$ cat src/rtl/csma_pkg.sv
package csma_pkg;
  typedef enum logic [2:0] {
    ST_IDLE,
    ST_DEFER,
    ST_SEND,
    ST_JAM,
    ST_BACKOFF
  } tx_state_t;
endpackage

$ cat src/rtl/csma_lfsr.sv
module csma_lfsr #(
  parameter int          W    = 16,
  parameter logic [W-1:0] SEED = 16'hACE1,
  parameter logic [W-1:0] TAPS = 16'hB400
) (
  input  logic         clk,
  input  logic         rst_n,
  output logic [W-1:0] value
);
  logic [W-1:0] state_q;
  logic [W-1:0] state_d;

  always_comb begin
    state_d = state_q >> 1;
    if (state_q[0]) state_d = state_d ^ TAPS;
  end

  always_ff @(posedge clk or negedge rst_n) begin
    if (!rst_n) state_q <= SEED;
    else        state_q <= state_d;
  end

  assign value = state_q;
endmodule

$ cat src/rtl/csma_retry_ctr.sv
module csma_retry_ctr #(
  parameter int ATT_W = 5
) (
  input  logic             clk,
  input  logic             rst_n,
  input  logic             clear,
  input  logic             bump,
  output logic [ATT_W-1:0] count
);
  logic [ATT_W-1:0] cnt_q;
  logic [ATT_W-1:0] cnt_d;

  always_comb begin
    cnt_d = cnt_q;
    if (clear)     cnt_d = '0;
    else if (bump) cnt_d = cnt_q + 1'b1;
  end

  always_ff @(posedge clk or negedge rst_n) begin
    if (!rst_n) cnt_q <= '0;
    else        cnt_q <= cnt_d;
  end

  assign count = cnt_q;
endmodule

$ cat src/rtl/csma_backoff.sv
module csma_backoff #(
  parameter int CAP         = 10,
  parameter int SLOT_CYCLES = 64,
  parameter int EXP_W       = 4
) (
  input  logic             clk,
  input  logic             rst_n,
  input  logic             load,
  input  logic [EXP_W-1:0] exp_in,
  input  logic [CAP-1:0]   rnd,
  output logic             expired
);
  localparam int CYC_W = (SLOT_CYCLES > 1) ? $clog2(SLOT_CYCLES) : 1;
  localparam logic [CYC_W-1:0] CYC_LAST = CYC_W'(SLOT_CYCLES - 1);

  logic [CAP-1:0]   mask;
  logic [CAP-1:0]   slots_q, slots_d;
  logic [CYC_W-1:0] cyc_q, cyc_d;

  // window mask: bit i kept when the exponent exceeds i
  for (genvar i = 0; i < CAP; i++) begin : g_mask
    assign mask[i] = (exp_in > EXP_W'(i));
  end

  always_comb begin
    slots_d = slots_q;
    cyc_d   = cyc_q;
    if (load) begin
      slots_d = rnd & mask;
      cyc_d   = '0;
    end else if (slots_q != '0) begin
      if (cyc_q == CYC_LAST) begin
        cyc_d   = '0;
        slots_d = slots_q - 1'b1;
      end else begin
        cyc_d = cyc_q + 1'b1;
      end
    end
  end

  always_ff @(posedge clk or negedge rst_n) begin
    if (!rst_n) begin
      slots_q <= '0;
      cyc_q   <= '0;
    end else begin
      slots_q <= slots_d;
      cyc_q   <= cyc_d;
    end
  end

  assign expired = (slots_q == '0);
endmodule

$ cat src/rtl/csma_tx_ctrl.sv
module csma_tx_ctrl
  import csma_pkg::*;
#(
  parameter int          DATA_W       = 8,
  parameter int          LEN_W        = 11,
  parameter int          MAX_LEN      = 1518,
  parameter int          JAM_LEN      = 4,
  parameter logic [7:0]  JAM_BYTE     = 8'hAA,
  parameter int          MAX_ATTEMPTS = 16,
  parameter int          BACKOFF_CAP  = 10,
  parameter int          SLOT_CYCLES  = 64,
  parameter int          RND_W        = 16,
  parameter logic [15:0] LFSR_SEED    = 16'hACE1
) (
  input  logic              clk,
  input  logic              rst_n,
  input  logic              req_valid,
  input  logic [LEN_W-1:0]  req_len,
  output logic              req_ready,
  input  logic              carrier_sense,
  input  logic              collision,
  output logic [LEN_W-1:0]  rd_idx,
  input  logic [DATA_W-1:0] rd_data,
  output logic              tx_valid,
  input  logic              tx_ready,
  output logic [DATA_W-1:0] tx_data,
  output logic              tx_jam,
  output logic              done_ok,
  output logic              done_abort,
  output logic              len_err
);
  localparam int JAM_W = (JAM_LEN > 1) ? $clog2(JAM_LEN) : 1;
  localparam int ATT_W = $clog2(MAX_ATTEMPTS + 1);
  localparam int EXP_W = $clog2(BACKOFF_CAP + 1);
  localparam logic [JAM_W-1:0] JAM_LAST = JAM_W'(JAM_LEN - 1);
  localparam logic [ATT_W-1:0] ATT_LAST = ATT_W'(MAX_ATTEMPTS - 1);
  localparam logic [ATT_W-1:0] ATT_CAP  = ATT_W'(BACKOFF_CAP);

  tx_state_t        state_q, state_d;
  logic [LEN_W-1:0] len_q, idx_q;
  logic [JAM_W-1:0] jam_q;
  logic             ok_q, abort_q, lenerr_q;

  logic             accept, len_bad, in_send, in_jam, in_defer;
  logic             last_byte, data_fire, frame_done, jam_fire, jam_done, give_up;
  logic [ATT_W-1:0] att_cnt, att_next;
  logic [EXP_W-1:0] bo_exp;
  logic             bo_load, bo_expired;
  logic [RND_W-1:0] rnd_w;

  assign req_ready  = (state_q == ST_IDLE);
  assign accept     = req_valid && req_ready;
  assign len_bad    = (req_len == '0) || (req_len > LEN_W'(MAX_LEN));
  assign in_send    = (state_q == ST_SEND);
  assign in_jam     = (state_q == ST_JAM);
  assign in_defer   = (state_q == ST_DEFER);

  assign last_byte  = (idx_q == len_q - LEN_W'(1));
  assign data_fire  = in_send && !collision && tx_ready;
  assign frame_done = data_fire && last_byte;
  assign jam_fire   = in_jam && tx_ready;
  assign jam_done   = jam_fire && (jam_q == JAM_LAST);
  assign give_up    = (att_cnt == ATT_LAST);
  assign att_next   = att_cnt + 1'b1;
  assign bo_exp     = (att_next > ATT_CAP) ? EXP_W'(BACKOFF_CAP) : EXP_W'(att_next);
  assign bo_load    = jam_done && !give_up;

  assign tx_valid   = in_send || in_jam;
  assign tx_jam     = in_jam;
  assign tx_data    = in_jam ? JAM_BYTE[DATA_W-1:0] : rd_data;
  assign rd_idx     = idx_q;
  assign done_ok    = ok_q;
  assign done_abort = abort_q;
  assign len_err    = lenerr_q;

  csma_lfsr #(.W(RND_W), .SEED(LFSR_SEED)) u_lfsr (
    .clk   (clk),
    .rst_n (rst_n),
    .value (rnd_w)
  );

  csma_retry_ctr #(.ATT_W(ATT_W)) u_retry (
    .clk   (clk),
    .rst_n (rst_n),
    .clear (accept),
    .bump  (jam_done),
    .count (att_cnt)
  );

  csma_backoff #(
    .CAP         (BACKOFF_CAP),
    .SLOT_CYCLES (SLOT_CYCLES),
    .EXP_W       (EXP_W)
  ) u_backoff (
    .clk     (clk),
    .rst_n   (rst_n),
    .load    (bo_load),
    .exp_in  (bo_exp),
    .rnd     (rnd_w[BACKOFF_CAP-1:0]),
    .expired (bo_expired)
  );

  always_comb begin
    state_d = state_q;
    case (state_q)
      ST_IDLE:    if (accept && !len_bad) state_d = ST_DEFER;
      ST_DEFER:   if (!carrier_sense)     state_d = ST_SEND;
      ST_SEND: begin
        if (collision)       state_d = ST_JAM;
        else if (frame_done) state_d = ST_IDLE;
      end
      ST_JAM:     if (jam_done) state_d = give_up ? ST_IDLE : ST_BACKOFF;
      ST_BACKOFF: if (bo_expired) state_d = ST_DEFER;
      default:    state_d = ST_IDLE;
    endcase
  end

  always_ff @(posedge clk or negedge rst_n) begin
    if (!rst_n) state_q <= ST_IDLE;
    else        state_q <= state_d;
  end

  always_ff @(posedge clk or negedge rst_n) begin
    if (!rst_n)                   len_q <= '0;
    else if (accept && !len_bad)  len_q <= req_len;
  end

  always_ff @(posedge clk or negedge rst_n) begin
    if (!rst_n)         idx_q <= '0;
    else if (in_defer)  idx_q <= '0;
    else if (data_fire) idx_q <= idx_q + 1'b1;
  end

  always_ff @(posedge clk or negedge rst_n) begin
    if (!rst_n)                      jam_q <= '0;
    else if (in_send && collision)   jam_q <= '0;
    else if (jam_fire)               jam_q <= jam_q + 1'b1;
  end

  always_ff @(posedge clk or negedge rst_n) begin
    if (!rst_n) begin
      ok_q     <= 1'b0;
      abort_q  <= 1'b0;
      lenerr_q <= 1'b0;
    end else begin
      ok_q     <= frame_done;
      abort_q  <= jam_done && give_up;
      lenerr_q <= accept && len_bad;
    end
  end
endmodule

$ cat config.mk
export PLATFORM = sky130hd
export DESIGN_NAME = csma_tx_ctrl
export DESIGN_NICKNAME = d
export VERILOG_FILES = /design/src/rtl/csma_pkg.sv /design/src/rtl/csma_lfsr.sv /design/src/rtl/csma_retry_ctr.sv /design/src/rtl/csma_backoff.sv /design/src/rtl/csma_tx_ctrl.sv
export SDC_FILE = /design/constraint.sdc
export NUM_CORES = 1
export LEC_CHECK = 0
export ABC_CLOCK_PERIOD_IN_PS = 2460
export BUFFER_PORTS_ARGS = -buffer_cell sky130_fd_sc_hd__buf_2
export CORE_MARGIN = 3
export CORE_UTILIZATION = 30
export DETAILED_ROUTE_END_ITERATION = 16
export PLACE_DENSITY_LB_ADDON = 0.2
export SLEW_MARGIN = 20
export SYNTH_ARGS = -nofsm -noshare
export SYNTH_HDL_FRONTEND = slang
export SYNTH_SLANG_ARGS = --single-unit
$ cat constraint.sdc
create_clock -name clk -period 2.46 [get_ports clk]
set_clock_uncertainty 0.15 [all_clocks]
set_input_delay 0.615 -clock clk [delete_from_list [all_inputs] [get_ports clk]]
set_output_delay 0.615 -clock clk [all_outputs]
set_load 0.05 [all_outputs]
## After elaboration in Yosys (flattened, before gate mapping)

Cells that the tools add are included.
W data, S select, Z words.

| word-level totals | value |
|---|---|
| output and inout bits | 25 |
| flip-flop bits (word level) | 67 |
| word-level logic and storage cells | 94 |
| bits of input ports | 25 |

| operators by class | value |
|---|---|
| equality and inequality tests | 13 |
| add/subtract/negate cells | 6 |
| bitwise operators | 2 |
| order comparisons | 12 |
| reduce and logical (&&, ||, !) cells | 27 |
| mux-type cells | 23 |

Operators by type and width:

| operator | count |
|---|---|
| $mux W10 | 3 |
| $mux W11 | 2 |
| $mux W3 | 7 |
| $mux W6 | 3 |
| $gt A4 B3 Y1 const B | 4 |
| $mux W16 | 1 |
| $pmux W3 S5 | 1 |
| $add A11 B1 Y11 const B | 1 |
| $eq A11 B11 Y1 | 1 |
| $gt A11 B11 Y1 const B | 1 |
| $logic_and A1 B1 Y1 | 11 |
| $logic_not A11 Y1 | 1 |
| $sub A11 B1 Y11 const B | 1 |
| $and A10 B10 Y10 | 1 |
| $logic_not A10 Y1 | 1 |
| $mux W5 | 2 |
| $reduce_bool A10 Y1 | 1 |
| $reduce_bool A2 Y1 | 5 |
| $sub A10 B1 Y10 const B | 1 |
| $gt A4 B1 Y1 const B | 2 |
| $gt A4 B2 Y1 const B | 2 |
| $gt A4 B4 Y1 const B | 2 |
| $mux W8 | 1 |
| $add A6 B1 Y6 const B | 1 |
| other kinds (20) | 27 |

## Logic depth before layout (Yosys ltp)

| depth | value |
|---|---|
| depth after elaboration | 7 |
| depth in mapped cells | 9 |
| depth with buffers taken out | 8 |

## Cells and area by module

A second synthesis with hierarchy kept.

| unflattened totals | value |
|---|---|
| cells, all modules | 392 |
| area total of the unflattened synthesis | 3,887.5 µm² |

By module, submodules not included:

| module | sequential area each (µm²) | area an instance (µm²) | instances | cells each |
|---|---|---|---|---|
| csma_tx_ctrl | 750.7 | 1,958.1 | 1 | 214 |
| csma_backoff | 400.4 | 1,142.3 | 1 | 124 |
| csma_lfsr | 410.4 | 534.3 | 1 | 32 |
| csma_retry_ctr | 125.1 | 252.7 | 1 | 22 |

## Least setup slack after synthesis

Ideal clock, no wire load.

| timing | value |
|---|---|
| path kind | reg-to-reg |
| start point | reg state_q[1] |
| end point | reg len_q[10] |
| arrival time | 2.568 ns |
| slack | -0.382 ns |
| stages on the path, launching flop included | 6 |
| required time | 2.185 ns |
| setup time | 0.125 ns |
| path buffers | 2 |
| period minus slack after synthesis | 2.842 ns |
| cells stage by stage | dfrtp_1 > clkbuf_1 > nor3_1 > nand3_1 > clkbuf_1 > mux2_2 |

| between the ends | value |
|---|---|
| cells in the longest elaborated chain, start to end | 3 |

RTL lines:

| element | RTL line | text |
|---|---|---|
| start: declaration | csma_tx_ctrl.sv:39 | `tx_state_t state_q, state_d;` |
| start signal: assignment | csma_tx_ctrl.sv:120 | `else state_q <= state_d;` |
| $logic_not A3 Y1 | csma_tx_ctrl.sv:51 | `assign req_ready = (state_q == ST_IDLE);` |
| named net req_ready | csma_tx_ctrl.sv:19 | `output logic req_ready,` |
| $logic_and A1 B1 Y1 | csma_tx_ctrl.sv:52 | `assign accept = req_valid && req_ready;` |
| $logic_and A1 B1 Y1 | csma_tx_ctrl.sv:125 | `else if (accept && !len_bad) len_q <= req_len;` |
| end signal: assignment | csma_tx_ctrl.sv:125 |  |
| end: declaration | csma_tx_ctrl.sv:40 | `logic [LEN_W-1:0] len_q, idx_q;` |

The timed path passes the listed nets, and every way through them passes these cells.
A chain may end at the register's enable or synchronous reset.

## Worst setup path in the final report

| timing | value |
|---|---|
| start point | reg len_q[1] |
| end point | reg state_q[1] |

| between the ends | value |
|---|---|
| cells in the longest elaborated chain, start to end | 5 |

RTL lines:

| element | RTL line | text |
|---|---|---|
| $sub A11 B1 Y11 | csma_tx_ctrl.sv:58 | `assign last_byte = (idx_q == len_q - LEN_W'(1));` |
| $eq A11 B11 Y1 | csma_tx_ctrl.sv:58 |  |
| $logic_and A1 B1 Y1 | csma_tx_ctrl.sv:60 | `assign frame_done = data_fire && last_byte;` |
| named net frame_done | csma_tx_ctrl.sv:45 | `logic last_byte, data_fire, frame_done, jam_fire, jam_done, give_up;` |
| $ne A3 B2 Y1 (no source line) | - |  |
| $reduce_and A5 Y1 (no source line) | - |  |

The timed path passes the listed nets, and every way through them passes these cells.

==> impl_metrics.csv <==
group,metric,value,unit
pwr,power.combinational.fraction,39.6,%
synthesis,synth_most_common_cell,"dfrtp_1",
setup_path,cp-start-kind,"flop",
pwr,p_total,4931,uW
clock_tree,clkTransAtPathRegs,0.06,ns
clock_tree,cts_max_level,3,
clock_tree,worstSkewPairLatency,0.33,ns
clock_tree,cts_hold_buf,0,
synthesis,ys_seq_elements,67,
synthesis,synth_top_family_by_area,"simple AND/OR/NAND/NOR gates",
floorplan,fp.dieW,114.8,um
place,dpl_cell_area,4160,sq um
grt,grt_max_degree,68,
setup_path,critPathMaxFanout,2,
routing,vias_per_cell,4.885,
routing,drc_errors,0,
job,max-cap-violations,0,
synthesis,netlist_area,3550,sq um
pwr,seq_power_share,34.3,%
synthesis,yosysUniqueCellTypes,49,
grt,grtUsageMet3,2.263,%
synthesis,ys_seq_area_share,47.51,%
synthesis,synth_edf_count,0,
setup_path,cp-end-kind,"flop",
synthesis,synthCells,363,
synthesis,synthSimpleGateAreaFrac,22.17,%
routing,ant_nets,0,
grt,grt_usage,13.78,%
floorplan,core_area,11470,sq um
pwr,clkPwrFrac,26.1,%
setup_path,crit_path_start,"len_q[1]",
synthesis,syn_area_per_cell,9.779,sq um
cells_and_area,synthToLayoutAreaGrowth,26.72,%
setup_path,reg2reg_from,"len_q[1]",
routing,drt_first_pass_iters,4,
floorplan,die_area,13170,sq um
grt,antenna_found_initial,0,
routing,wl_per_cell,14.70,um
cells_and_area,drive_above_1_share,29.32,%
timing,tightestPinTransition,0.4773,ns
timing,fmax,0.4182,GHz
routing,via_count,2848,
timing,fin_crit,2.391,ns
grt,grt_overflow_total,0,
timing,whs,0.1314,ns
floorplan,io_pins,50,
timing,slew_headroom,67.95,%
synthesis,yosys-top-cells-area,"dfrtp_1, dfstp_2, xnor2_1, mux2_2, nor2_1",
synthesis,synth-xor-area-share,7.649,%
clock_tree,root_buffer,"clkbuf_16",
cells_and_area,post-route-cell-area,4498,sq um
grt,gr-usage-met1,19.46,%
clock_tree,postCtsSetupBuffers,0,
setup_path,cp_slowest_cell,"or4_4",
grt,grt_pass1_wl,14.10,mm
synthesis,synthAdderAreaFrac,3.102,%
place,finalWeightedCongestion,0.7864,
timing,slew_violations,0,
floorplan,rows,39,
floorplan,initial_core_util,30.95,%
min_path,hp-class,"input port to asynchronous set/reset pin",
pwr,switchingPower,1927,uW
pwr,power_density,1096,nW/um^2
grt,grt_pass1_vias,2817,
setup_path,worstPathRequired,2.52,ns
routing,wl,8.573,mm
setup_path,critPathMaxStageDelay,0.43,ns
grt,grt-busiest-layer,"met2",
place,dp_hpwl,6.044,mm
synthesis,yosysWarningCount,0,
setup_path,worst-endpoint-arrival,2.45,ns
setup_path,critical_path_class,"flop to flop",
synthesis,synth.top_cell.area_share,41.59,%
cells_and_area,fin_nets,468,
routing,first_iter_violations,150,
clock_tree,cts.path.max_buffers,2,
pwr,ir_drop,0.5316,mV
cells_and_area,diodes,0,
clock_tree,cts_sinks,67,
synthesis,synthArstFlopShare,100.0,%
clock_tree,cts_tree,"built",
pwr,internal_power,3004,uW
synthesis,yosys-top-cells-count,"dfrtp_1, nor2_1, nand2_1, o21ai_0, xnor2_1",
cells_and_area,fillCellCount,1114,
setup_path,crit_chain,"inv_2 -> ha_4 -> or3b_4 -> or4_4 -> a2111oi_4 -> o2111ai_2 -> a211oi_2 -> nor3_1",
place,portBuffers,49,
pwr,leakage,0.001993,uW
floorplan,die_h,114.8,um
synthesis,synthMuxAreaShare,4.935,%
synthesis,synth_compound_gate_area_share,11.56,%
timing,finalHoldViolations,0,
run_status,outcome,"finished clean",
pwr,switching_share,39.08,%
timing,setup_viol,0,
synthesis,yosysTopAreaCell,"dfrtp_1",
synthesis,syn_nets,396,
timing,fin_crit_sh,97.21,%
clock_tree,numCtsBuffers,9,
timing,grt_setup_unrepaired,"yes",
grt,grt_use_met2,20.14,%
synthesis,ys.flop_type,"dfrtp_1",
-- final timing paths --
kind                                       to  slack (ns)  depth (start not counted)
setup / recovery                   state_q[1]        0.07                          8
hold / removal             u_backoff.cyc_q[4]        0.13                          2
min in group clk             u_lfsr.value[11]        0.20                          0
max in group asynchronous     u_lfsr.value[5]        1.68                          2
setup reg to reg                   state_q[1]        0.07                          8
hold reg to reg              u_lfsr.value[11]        0.20                          0
-- critical path: cells and delay by family, from the launching register on --
family / cells / cell delay, ns
AO/OA/AOI/OAI: 3 / 0.68
AND/OR/NAND/NOR: 3 / 0.86
flip-flops: 1 / 0.38
adder cells (fa/ha/maj): 1 / 0.12
buffers and inverters: 1 / 0.07
-- power by group through the flow --
stage                     Clock (uW)  Sequential (uW)  Combinational [uW]
after detailed placement           0             1690                1920
after global routing            1370             1740                2180
after floorplan                    0             1670                1360
after global placement             0             1690                1890
after CTS                       1330             1680                1930
final                           1290             1690                1950
-- logic make-up after synthesis --
kind of cell,Yosys count
AOI/OAI and AO/OA,65
DFF,67
and+or+nand+nor,149
buffers and inverters,26
muxes,16
adders and majority gates,9
xor gates and xnor gates,31
-- flip-flops by register name, summed over array words and instances (netlist names) --
register	cells
u_retry.count	5
u_backoff.slots_q	10
u_lfsr.value	16
done_abort	1
len_q	11
rd_idx	11
done_ok	1
len_err	1
u_backoff.cyc_q	6
state_q	3
jam_q	2
-- area by class of cell --
type | count | area, sq um | share of cell area [%]
inverter | 12 | 45.04 | 1.001
sequential | 67 | 1687 | 37.50
timing repair buffer | 75 | 465.4 | 10.35
tap | 143 | 178.9 | 3.978
clock inverter | 5 | 52.55 | 1.168
clock buffer | 11 | 242.7 | 5.396
multi-input combinational | 270 | 1827 | 40.61
-- timing repair --
item,4_1_cts,5_1_grt
resized for setup,3,7
pin swaps,0,1
setup endpoints to repair,9,6
-- cell usage in the layout (no fill, tap or decap), types with 2 or more instances in the layout --
cell type / count
nand3b_1: 2
buf_4: 24
and3_1: 7
nand4_1: 9
nor3b_1: 4
nand2b_1: 11
a31oi_1: 3
mux2_2: 12
nor3_1: 14
xor2_1: 12
clkbuf_16: 9
nand3_1: 12
o31ai_1: 2
a21oi_1: 16
and4_1: 2
nor4_1: 4
buf_12: 2
dfstp_2: 8
nor2b_1: 5
or4_4: 2
a2111oi_4: 2
a22o_1: 2
ha_1: 7
xnor2_1: 19
clkinv_2: 3
buf_2: 49
nor2_1: 34
inv_2: 2
dfrtp_1: 59
o21ai_0: 22
mux2i_1: 4
o211ai_1: 4
nand2_1: 24
and2_1: 7
or4_1: 3
inv_1: 10
a31o_2: 2
a41oi_1: 2
-- stage by stage --
stage / std cells / setup TNS (ns) / setup WS [ns] / utilization, %
6_report: 583 / 0 / 0.06874 / 39.23
3_5_place_dp: 567 / 0 / 0.005124 / 36.28
2_1_floorplan: 363 / 0 / 0.02062 / -
3_3_place_gp: 567 / 0 / 0.05122 / 36.28
5_1_grt: 583 / -0.07158 / -0.05340 / 39.23
4_1_cts: 583 / 0 / 0.005720 / 38.91
-- metal layers --
layer / up-vias / share of wire [%]
li1: 1431 / -
met1: 1348 / 51
met2: 56 / 43
met3: 13 / 4.0
met4: 0 / 2.5
met5: - / 0
Power figures use the tool's default switching activity.
